## config.mk

```make
export PLATFORM = sky130hd
export DESIGN_NAME = prio_irq_ctrl
export DESIGN_NICKNAME = d
export VERILOG_FILES = /design/src/rtl/irq_pkg.sv /design/src/rtl/irq_prienc.sv /design/src/rtl/irq_datapath.sv /design/src/rtl/irq_ctrl.sv /design/src/rtl/prio_irq_ctrl.sv
export SDC_FILE = /design/constraint.sdc
export NUM_CORES = 1
export LEC_CHECK = 0
export ABC_AREA = 1
export BUFFER_PORTS_ARGS = -buffer_cell sky130_fd_sc_hd__buf_2
export CAP_MARGIN = 20
export CORE_MARGIN = 2
export CORE_UTILIZATION = 52
export CTS_CLUSTER_SIZE = 16
export DETAILED_ROUTE_END_ITERATION = 8
export PLACE_DENSITY_LB_ADDON = 0.1
export SLEW_MARGIN = 20
export SYNTH_ARGS = -nofsm -noshare
export SYNTH_HDL_FRONTEND = slang
export SYNTH_HIERARCHICAL = 1
export SYNTH_SLANG_ARGS = --single-unit
```

## constraint.sdc

```tcl
create_clock -name clk -period 4.15 [get_ports clk]
set_input_delay 0.6225 -clock clk [delete_from_list [all_inputs] [get_ports clk]]
set_output_delay 0.6225 -clock clk [all_outputs]
set_load 0.01 [all_outputs]
```

## src/rtl/irq_pkg.sv

```systemverilog
package irq_pkg;

  // Strobes the control unit sends to the datapath on a dispatch
  typedef struct packed {
    logic loadVec;  // capture the vector address of the current winner
    logic hwClr;    // apply the auto-clear mask to the winner's flag
  } ctrlStrb_t;

endpackage

```

## src/rtl/irq_prienc.sv

```systemverilog
module irq_prienc #(
  parameter int N    = 12,
  parameter int IDXW = 4
) (
  input  logic [N-1:0]    req,
  output logic            valid,
  output logic [IDXW-1:0] idx
);

  // Lowest set index wins
  always_comb begin
    valid = 1'b0;
    idx   = '0;
    for (int i = N - 1; i >= 0; i--) begin
      if (req[i]) begin
        valid = 1'b1;
        idx   = IDXW'(i);
      end
    end
  end

endmodule

```

## src/rtl/irq_datapath.sv

```systemverilog
module irq_datapath
  import irq_pkg::*;
#(
  parameter int             N        = 12,
  parameter int             IDXW     = 4,
  parameter int             ADDRW    = 16,
  parameter logic [N-1:0]   AUTO_CLR = 12'h021,
  parameter int             VEC_BASE = 3,
  parameter int             VEC_STEP = 8
) (
  input  logic             clk,
  input  logic             rstN,
  input  logic [N-1:0]     srcTrig,
  input  logic [N-1:0]     swSet,
  input  logic [N-1:0]     swClr,
  input  logic             enWe,
  input  logic [N-1:0]     enData,
  input  logic             geWe,
  input  logic             geData,
  input  logic             prWe,
  input  logic [N-1:0]     prData,
  input  ctrlStrb_t        strb,
  output logic [N-1:0]     pendQ,
  output logic             winValid,
  output logic             winHigh,
  output logic [ADDRW-1:0] vecAddr
);

  logic [N-1:0]    enQ, prQ;
  logic            geQ;
  logic [N-1:0]    elig, hiReq, loReq;
  logic            hiValid, loValid;
  logic [IDXW-1:0] hiIdx, loIdx, winIdx;
  logic [N-1:0]    winOh, clrHw;

  assign elig  = pendQ & enQ & {N{geQ}};
  assign hiReq = elig & prQ;
  assign loReq = elig & ~prQ;

  irq_prienc #(.N(N), .IDXW(IDXW)) u_encHi (.req(hiReq), .valid(hiValid), .idx(hiIdx));
  irq_prienc #(.N(N), .IDXW(IDXW)) u_encLo (.req(loReq), .valid(loValid), .idx(loIdx));

  assign winValid = hiValid | loValid;
  assign winHigh  = hiValid;
  assign winIdx   = hiValid ? hiIdx : loIdx;

  generate
    for (genvar g = 0; g < N; g++) begin : gOneHot
      assign winOh[g] = (winIdx == IDXW'(g));
    end
  endgenerate

  assign clrHw = {N{strb.hwClr}} & AUTO_CLR & winOh;

  always_ff @(posedge clk) begin
    if (!rstN) begin
      pendQ   <= '0;
      enQ     <= '0;
      prQ     <= '0;
      geQ     <= 1'b0;
      vecAddr <= '0;
    end else begin
      pendQ <= (pendQ & ~swClr & ~clrHw) | srcTrig | swSet;
      if (enWe) enQ <= enData;
      if (prWe) prQ <= prData;
      if (geWe) geQ <= geData;
      if (strb.loadVec)
        vecAddr <= ADDRW'(VEC_BASE) + ADDRW'(winIdx) * ADDRW'(VEC_STEP);
    end
  end


  pend_latch_chk: assert property (@(posedge clk) disable iff (!rstN)
    (|(srcTrig | swSet)) |=> ((pendQ & $past(srcTrig | swSet)) == $past(srcTrig | swSet)));


  win_gated_chk: assert property (@(posedge clk) disable iff (!rstN)
    winValid |-> geQ);


  level_order_chk: assert property (@(posedge clk) disable iff (!rstN)
    (winValid && !winHigh) |-> ((elig & prQ) == '0));


  masked_clear_chk: assert property (@(posedge clk) disable iff (!rstN)
    (strb.hwClr && !(|(srcTrig | swSet))) |=> ((pendQ & $past(clrHw)) == '0));

endmodule

```

## src/rtl/irq_ctrl.sv

```systemverilog
module irq_ctrl
  import irq_pkg::*;
(
  input  logic      clk,
  input  logic      rstN,
  input  logic      instrDone,
  input  logic      retiDone,
  input  logic      winValid,
  input  logic      winHigh,
  output ctrlStrb_t strb,
  output logic      vecReq,
  output logic      inSvcHi,
  output logic      inSvcLo
);

  logic holdOne;   // one instruction must finish after a return
  logic levelOk;
  logic fire;

  assign levelOk = winHigh ? !inSvcHi : (!inSvcHi && !inSvcLo);
  assign fire    = winValid && levelOk && instrDone && !retiDone && !holdOne;

  assign strb.loadVec = fire;
  assign strb.hwClr   = fire;

  always_ff @(posedge clk) begin
    if (!rstN) begin
      vecReq  <= 1'b0;
      holdOne <= 1'b0;
      inSvcHi <= 1'b0;
      inSvcLo <= 1'b0;
    end else begin
      vecReq <= fire;

      if (retiDone)       holdOne <= 1'b1;
      else if (instrDone) holdOne <= 1'b0;

      if (fire && winHigh)            inSvcHi <= 1'b1;
      else if (retiDone && inSvcHi)   inSvcHi <= 1'b0;

      if (fire && !winHigh)           inSvcLo <= 1'b1;
      else if (retiDone && !inSvcHi)  inSvcLo <= 1'b0;
    end
  end


  boundary_only_chk: assert property (@(posedge clk) disable iff (!rstN)
    vecReq |-> $past(instrDone));


  svc_marked_chk: assert property (@(posedge clk) disable iff (!rstN)
    vecReq |-> (inSvcHi || inSvcLo));


  hi_blocks_chk: assert property (@(posedge clk) disable iff (!rstN)
    vecReq |-> !$past(inSvcHi));


  reti_hi_first_chk: assert property (@(posedge clk) disable iff (!rstN)
    (retiDone && inSvcHi) |=> (!inSvcHi && (inSvcLo == $past(inSvcLo))));


  reti_gap_chk: assert property (@(posedge clk) disable iff (!rstN)
    vecReq |-> (!$past(retiDone) && !$past(holdOne)));

endmodule

```

## src/rtl/prio_irq_ctrl.sv

```systemverilog
module prio_irq_ctrl
  import irq_pkg::*;
#(
  parameter int                 N_SRC         = 12,
  parameter int                 ADDR_W        = 16,
  parameter logic [N_SRC-1:0]   AUTO_CLR_MASK = 12'h021,
  parameter int                 VEC_BASE      = 3,
  parameter int                 VEC_STEP      = 8
) (
  input  logic              clk,
  input  logic              rstN,
  input  logic [N_SRC-1:0]  srcTrig,
  input  logic [N_SRC-1:0]  swSet,
  input  logic [N_SRC-1:0]  swClr,
  input  logic              enWe,
  input  logic [N_SRC-1:0]  enData,
  input  logic              geWe,
  input  logic              geData,
  input  logic              prWe,
  input  logic [N_SRC-1:0]  prData,
  input  logic              instrDone,
  input  logic              retiDone,
  output logic              vecReq,
  output logic [ADDR_W-1:0] vecAddr,
  output logic [N_SRC-1:0]  pendFlags,
  output logic              inSvcHi,
  output logic              inSvcLo
);

  localparam int IDX_W = (N_SRC > 1) ? $clog2(N_SRC) : 1;

  ctrlStrb_t strb;
  logic      winValid, winHigh;

  irq_datapath #(
    .N(N_SRC), .IDXW(IDX_W), .ADDRW(ADDR_W), .AUTO_CLR(AUTO_CLR_MASK),
    .VEC_BASE(VEC_BASE), .VEC_STEP(VEC_STEP)
  ) u_dp (
    .clk(clk), .rstN(rstN), .srcTrig(srcTrig), .swSet(swSet), .swClr(swClr),
    .enWe(enWe), .enData(enData), .geWe(geWe), .geData(geData),
    .prWe(prWe), .prData(prData), .strb(strb), .pendQ(pendFlags),
    .winValid(winValid), .winHigh(winHigh), .vecAddr(vecAddr)
  );

  irq_ctrl u_ctrl (
    .clk(clk), .rstN(rstN), .instrDone(instrDone), .retiDone(retiDone),
    .winValid(winValid), .winHigh(winHigh), .strb(strb), .vecReq(vecReq),
    .inSvcHi(inSvcHi), .inSvcLo(inSvcLo)
  );

endmodule

```

# --- Word-level counts from Yosys, hierarchy flattened ---
# Cells that the tools add are included.
totals:
  regBits: 57
  in_bits: 68
  out_inout_bits: 31
  elab_cells: 108
classes:
  n_addsub: 1
  eq_ne: 11
  muxes: 56
  bitwise: 13
  n_reduce_logical: 18
op_table:
  columns: ["operator", "count"]
  rows:
  - ["2-to-1 mux 4 bit", 25]
  - ["bitwise AND 12 bit", 6]
  - ["inverter 12 bit", 3]
  - ["2-to-1 mux 1 bit", 31]
  - ["bitwise OR 12 bit", 2]
  - ["== test 4 x 3 -> 1 bit (second input constant)", 4]
  - ["== test 4 bit (second input constant)", 4]
  - ["bitwise AND 6 x 12 -> 12 bit", 1]
  - ["logical AND 1 bit", 9]
  - ["adder 2 x 7 -> 8 bit (first input constant)", 1]
  - ["== test 4 x 2 -> 1 bit (second input constant)", 2]
  - ["nonzero test 2 bit", 3]
  - ["zero test 1 bit", 5]
  - ["== test 4 x 1 -> 1 bit (second input constant)", 1]
  - ["zero test 4 bit", 1]
  - ["bitwise OR 1 bit", 1]

# --- Depth between registers and ports, before layout ---
# Gate-level depths: netlist (run 1).
depth:
  ltp_word: 25
  ltp_mapped: 21
  depth_no_buf: 20

# --- Cells and area by module ---
# Netlist (run 1), hierarchy kept.
by_module_without_submodules:
  columns: ["mod", "n_inst", "cells_per_inst", "area_per_inst_um2"]
  rows:
  - ["irq_datapath", 1, 271, 1895.6]
  - ["irq_prienc", 2, 35, 155.1]
  - ["irq_ctrl", 1, 23, 197.7]

# --- Worst setup path before layout (run 1) ---
# No wires, ideal clock.
synth_timing:
  kind: "reg2reg"
  startpoint: "register u_dp.geQ"
  endpoint: "register u_dp.vecAddr[3]"
  t_arrival_ps: 2253
  path_slack_ps: 1782
  path_stages_with_launch: 15
  period_less_slack_ps: 2368
  cell_sequence: "dfxtp_1 > buf_2 > nand3_1 > nor2_1 > or2_2 > nor3_1 > nand2_1 > buf_6 > or2_1 > nand3_4 > nor2_4 > buf_4 > clkbuf_1 > o211ai_1 > inv_2"
synth_lines:
  columns: ["item", "line", "text"]
  rows:
  - ["start: declaration", "irq_datapath.sv:30", "logic geQ;"]
  - ["start signal: assignment", "irq_datapath.sv:66", "if (geWe) geQ <= geData;"]
  - ["bitwise AND 12 bit", "irq_datapath.sv:36", "assign elig = pendQ & enQ & {N{geQ}};"]
  - ["bitwise AND 12 bit", "irq_datapath.sv:37", "assign hiReq = elig & prQ;"]
  - ["named net u_dp.hiReq[10]", "irq_datapath.sv:31", "logic [N-1:0] elig, hiReq, loReq;"]
  - ["2-to-1 mux 1 bit (11 in series)", "irq_prienc.sv:15", "if (req[i]) begin"]
  - ["named net winHigh", "prio_irq_ctrl.sv:33", "logic winValid, winHigh;"]
  - ["bitwise OR 1 bit", "irq_datapath.sv:43", "assign winValid = hiValid | loValid;"]
  - ["named net winValid", "prio_irq_ctrl.sv:33", null]
  - ["logical AND 1 bit (4 in series)", "irq_ctrl.sv:21", "assign fire = winValid && levelOk && instrDone && !retiDone && !holdOne;"]
  - ["named net u_ctrl.fire", "irq_ctrl.sv:18", "logic fire;"]
  - ["end signal: assignment", "irq_datapath.sv:68", "vecAddr <= ADDRW'(VEC_BASE) + ADDRW'(winIdx) * ADDRW'(VEC_STEP);"]
  - ["end: declaration", "irq_datapath.sv:26", "output logic [ADDRW-1:0] vecAddr"]
# The timed path passes the listed nets, and every way through them passes these cells.
# A chain may end at the register's enable or synchronous reset.

==> results of run 1 <==
==> metal layers <==
metal,part of all wire [%],routed length [um]
met5,0,0
met4,0.74,40
met3,6.7,360
met2,46,2490
met1,46,2500
==> metrics by stage <==
stage               utilization, %  cells
floorplan                        -    373
global placement              63.0    489
detailed placement            63.0    489
global route                  65.5    497
CTS                           65.5    497
finish                        65.5    497
==> state kept, by name (all words and copies together) (netlist names) <==
name / flops
u_dp/enQ: 12
u_dp/pendQ: 12
u_dp/prQ: 12
u_dp/vecAddr: 5
u_ctrl/holdOne: 1
u_ctrl/inSvcHi: 1
u_ctrl/inSvcLo: 1
u_ctrl/vecReq: 1
u_dp/geQ: 1
==> logic make-up after synthesis <==
logic type | after synthesis | share of synthesized area, %
AND/OR/NAND/NOR | 167 | 30.5
buffers and inverters | 87 | 16.8
AO/OA/AOI/OAI | 63 | 14.3
flip-flops | 46 | 38.3
other | 1 | 0.156
==> worst max-delay path by stage <==
stage               cells past startpoint         endpoint  startpoint
finish                                 15    u_dp/pendQ[0]    u_dp/geQ
global route                           15    u_dp/pendQ[5]    u_dp/geQ
CTS                                    15    u_dp/pendQ[5]    u_dp/geQ
detailed placement                     15    u_dp/pendQ[5]    u_dp/geQ
global placement                       15    u_dp/pendQ[5]    u_dp/geQ
floorplan                              14  u_dp/vecAddr[3]    u_dp/geQ
==> critical path, stage by stage, from the launching register on <==
cell and delay [ns]:
dfxtp_1 0.59, nand3_1 0.18, nor2_1 0.15, or2_1 0.16, nor3_2 0.04, inv_1 0.08
nor2_1 0.04, nand2_1 0.31, or2_1 0.20, nand3_4 0.09, nor2_4 0.26, nand3_2 0.11
nor2_2 0.12, nand2_1 0.07, nand2_1 0.07, a21oi_2 0.04
==> power by group <==
group | switching [mW] | internal (mW)
Clock | 0.153 | 0.180
Combinational | 0.0823 | 0.0622
Sequential | 0.0201 | 0.470
Total | 0.256 | 0.712
==> cell type report <==
cell class                 count  area (um2)
multi-input combinational    240        1110
sequential                    46         921
inverter                      63         241
clock buffer                   6        72.6
tap                           52        65.1
fill                         414        1520
clock inverter                 2        37.5
timing repair buffer          88         440
==> layout by cell type, fill, tap and decap left out <==
cell type   count
a31oi_1         4
inv_6           1
nand3_1        23
o21ai_0         2
or2_1           3
a21oi_1        25
inv_2           9
o21ai_1        24
nand2_2         5
nand3_2         1
a211oi_1        1
or2_2           2
o211ai_1        5
nand3_4         1
buf_2          88
inv_1          53
nor3_2          2
nor2_2          2
clkinvlp_4      1
bufinv_16       1
clkbuf_8        5
a21oi_2         2
nor3_1          5
clkbuf_1        1
conb_1         10
nor2_4          1
dfxtp_1        46
nor2_1         70
nand2_1        52
==> run metrics, run 1 <==
outcome=finished clean; Mapped Cells=364; number of synthesized register bits=between 40 and 50; startpoint types=flop; asr flop ratio synth=0%; DIE AREA=between 5000 and 6000 um2; r2r setup slk=around 1.5 ns; Synth Flop Type=dfxtp_1; Crit Path Max Fanout=13; final hold violations=0; f_max=~380 MHz; HP Start=u_dp/pendQ[6]; Hold Path Stages=2; Yosys top cell area share=a little under two fifths; top-count cell post-synth=nor2_1; Longest Clk Path Bufs=2; top cells by count, synth=nor2_1, inv_1, nand2_1; GR Layer Usage met2=between 30% and 40%; H-tree levels=2; LEAKAGE=1.49 nW; DRC=0; initial core utilization=between 50 and 60%; DR vias/cell=around 4.8; Worst R2R Path Depth=15; Endpoint, Worst Hold=u_dp/pendQ[6]; Max VDD drop=around 260 uV; Vias=~2,400; M1 GR Usage=between 20 and 30%; dominant cells by area after synthesis=dfxtp_1, nor2_1, inv_1; Worst Max-Slew Pin Slew=roughly 0.56 ns; smallest hold slack=roughly 0.48 ns; Setup crit end kind=flop; Area Growth Syn to Fin=20.2%; pwr dens=~330 nW/um2; critical path arrival=between 2 and 3 ns; Crit Path Class=flop to flop; Clk Latency, worst-skew pair=roughly 0.3 ns; minimum clock period=between 2 and 3 ns; share of cells above drive strength 1=~27%; first-pass GRT wire length=about 9.0 mm; Setup WS pre-CTS=between 1.5 and 2 ns; final slew viol count=0; Tcrit/Tclk final=~63%; initial antenna violation count=0; gr usage total=around 22%; dpl hpwl=4.17 mm; Nets=512; Final WS setup=between 1.5 and 2 ns; GPL Wtd Cong=0.797; drt pass-1 iters=4; IO Pins=approximately 100; worst hold path class=flop to flop; die span in x=a little over 70 um; Slew headroom=62.9%; CTS root buffer=clkbuf_8; cell area after layout=2890 um2; wire length per cell=about 11 um; Placed Instance Area=2780 um2; post-synth cell types=28; Synth area leader=dfxtp_1; FF-to-FF Start=u_dp/geQ; Antenna Violating Nets Remaining=0; IO buf count=88; Resized Gates After CTS=0; Post CTS Setup Buffer Count=0; clock sink total=between 40 and 50; Worst Path Required=about 4.3 ns; RSZ-0062 raised after global routing=no; core footprint=around 4400 um2; Post-synth EDFFs=0; Fin Setup TNS=0 ns; Detailed Route Iter0 Violations=~120; max_cap viols=0; gr busiest metal=met2; total gr overflow=0; post-synthesis sequential area ratio=38.3%; Synth Cell Area=approximately 2400 um2; CTS tree=built; GR Util met3=4.86%; Worst-path clk slew=~0.090 ns; endpoints failing setup=0; Syn. warnings=6; Setup Skew=roughly 0.0043 ns; row count=24; r2r endpoint=u_dp/pendQ[0]; die height=72.0 um; largest net degree at the start of global routing=36; vias in the first global route=around 2,100; # hold bufs at CTS=0; Final Power=968 uW; CTS buffer count=5; mean post-synth cell area=between 6 and 7 um2; Diodes inserted=0; drt total wl=5.39 mm
Power figures use the tool's default switching activity.
==> run 2: changes to the inputs <==
--- a/config.mk
+++ b/config.mk
@@ -9,7 +9,7 @@
 export BUFFER_PORTS_ARGS = -buffer_cell sky130_fd_sc_hd__buf_2
 export CAP_MARGIN = 20
 export CORE_MARGIN = 2
-export CORE_UTILIZATION = 52
+export CORE_UTILIZATION = 43
 export CTS_CLUSTER_SIZE = 16
 export DETAILED_ROUTE_END_ITERATION = 8
 export PLACE_DENSITY_LB_ADDON = 0.1
==> constraint.sdc (replaced) <==
create_clock -name clk -period 2.2 [get_ports clk]
set_input_delay 0.33 -clock clk [delete_from_list [all_inputs] [get_ports clk]]
set_output_delay 0.33 -clock clk [all_outputs]
set_load 0.01 [all_outputs]
==> run 2 against run 1 <==
Combinational power grew 94%. Count of clock-buffer cells in the layout is the same. Register-to-register slack lost 1.4 ns. Utilization shrank 11 points. Critical path type unchanged. Highest routed layer unchanged.
==> run metrics, run 2 (same netlist as run 1, synthesis figures left out) <==
Hold Path Stages=2 (unchanged); clock sink total=46 (unchanged); Clk Latency, worst-skew pair=0.30 ns (about the same); initial core utilization=44.2% (-10 points); Tcrit/Tclk final=93.8% (+30 points); Worst Max-Slew Pin Slew=0.550 ns (-0.00612 ns); die height=78.8 um (+9.4%); CTS buffer count=5 (unchanged); IO buf count=88 (unchanged); Detailed Route Iter0 Violations=91 (-22%); FILL cells=578 (+40%); Longest Clk Path Bufs=2 (unchanged); LEAKAGE=1.50 nW (+0.66%); CTS root buffer=clkbuf_8; GPL Wtd Cong=0.853 (+6.9%); most common cell after layout, fill and taps aside=buf_2; critical-path cell list=nand3_1 > nor2_1 > or2_2 > nor3_2 > nand2_1 > or2_4 > nand3_4 > nor2_4 > buf_4 > o211ai_1 > inv_2; gr usage total=19.2% (-2.6 points); DIE AREA=6200 um2 (+20%); Non-Filler Instances=519 (+4.4%); first-pass GRT wire length=9.42 mm (+4.9%); Slew headroom=63.3% (+0.41 points); dpl hpwl=4.34 mm (+4.2%); Crit Path Max Fanout=13 (unchanged); drt total wl=5.51 mm (+2.1%); IO Pins=99 (unchanged); critical path arrival=2.26 ns (-0.56 ns); Worst Path Required=2.39 ns (-1.94 ns); Setup Skew=0.00581 ns (+0.00153 ns); outcome=finished clean; pwr dens=590 nW/um2 (+76%); Critical Path Max Stage Delay=0.40 ns (-0.19 ns); biggest regs=u_dp/enQ (12), u_dp/pendQ (12), u_dp/prQ (12); endpoints failing setup=0 (unchanged); wire length per cell=10.6 um (-2.2%); share of cells above drive strength 1=29.8% (+2.6 points); post-layout util=54.2% (-11 points); Final Power=1.74 mW (+80%); RSZ-0062 raised after global routing=yes; largest net degree at the start of global routing=36 (unchanged); Max stage delay cell, worst path=dfxtp_4; Max VDD drop=340 uV (+33%); Crit Path Class=flop to flop; # hold bufs at CTS=0 (unchanged); most frequent cells in the layout=buf_2, nor2_1, inv_1, nand2_1, dfxtp_1; Vias=2,358 (-0.34%); drt pass-1 iters=4 (unchanged); DR vias/cell=4.54 (-4.6%); max_cap viols=0 (unchanged); CTS tree=built; Antenna Violating Nets Remaining=0 (unchanged); Worst R2R Path Depth=11 (-4); minimum clock period=2.06 ns (-0.570 ns); H-tree levels=2 (unchanged); cell count after placement=511 (+4.5%); DRC=0 (unchanged); row count=27 (+13%); f_max=485 MHz (+28%); Diodes inserted=0 (unchanged); total gr overflow=0 (unchanged); Area Growth Syn to Fin=22.7%; Worst-path clk slew=0.08 ns (about the same); Nets=514 (+0.39%); startpoint types=flop; final hold violations=0 (unchanged); die span in x=78.8 um (+9.4%); worst hold path class=input port to flop; core footprint=5440 um2 (+23%); vias in the first global route=2,234 (+4.4%); final slew viol count=0 (unchanged); initial antenna violation count=0 (unchanged); Setup crit end kind=flop
==> run 2: cell count changes in the layout (fill, tap and decap cells not counted), sizes merged <==
cell and change:
bufinv -1, clkinv +1, buf +2
==> run 2: power by group <==
group	switching [mW]	internal, mW	total, mW
Combinational	0.156	0.123	0.279
Sequential	0.0387	0.887	0.926
Clock	0.283	0.253	0.536
Total	0.477	1.26	1.74
==> run 2: path summary, 6_finish.rpt <==
check	startpoint	endpoint	slack (ns)
setup reg to reg	u_dp/geQ	u_dp/vecAddr[6]	0.14
setup / recovery	u_dp/geQ	u_dp/vecAddr[6]	0.14
hold / removal	geWe	u_dp/geQ	0.22
hold reg to reg	u_dp/prQ[3]	u_dp/prQ[3]	0.48
==> run 2: worst max-delay path: cells and delay by family, from the launching register on <==
kind	cells	cell delay, ns
AO/OA/AOI/OAI	1	0.20
flip-flops	1	0.40
AND/OR/NAND/NOR	8	1.16
buffers and inverters	2	0.20
==> run 2: area by class of cell <==
| type | count | area, um2 | share of cell area, % |
|---|---|---|---|
| Sequential cell | 46 | 925 | 31.4 |
| Tap cell | 72 | 90.1 | 3.05 |
| Multi-Input combinational cell | 240 | 1140 | 38.7 |
| Clock inverter | 2 | 12.5 | 0.424 |
| Inverter | 63 | 241 | 8.19 |
| Timing Repair Buffer | 90 | 455 | 15.4 |
| Clock buffer | 6 | 82.6 | 2.80 |
==> run 2: routing by layer <==
layer,GRT usage (%),share of wire (%),vias up
met2,32.4,45,65
met3,4.43,5.9,4
met1,24.0,48,1023
met5,0,0,-
met4,6.84,1.0,0
li1,-,-,1266
==> run 2: stage by stage <==
step	area (um2)	setup TNS [ns]	setup WS, ns	hold slack (ns)
after CTS	2930	0	0.0635	0.217
after floorplan	2480	0	0.00880	0.417
after detailed placement	2840	0	0.0812	0.461
after global placement	2840	0	0.101	0.459
after global routing	2950	-0.105	-0.0289	0.218
final	2950	0	0.136	0.220
==> run 2: what timing repair did <==
item | in CTS | in global routing
buffers inserted | 0 | 0
gates resized for setup | 0 | 5
endpoints found under the setup margin | 0 | 7
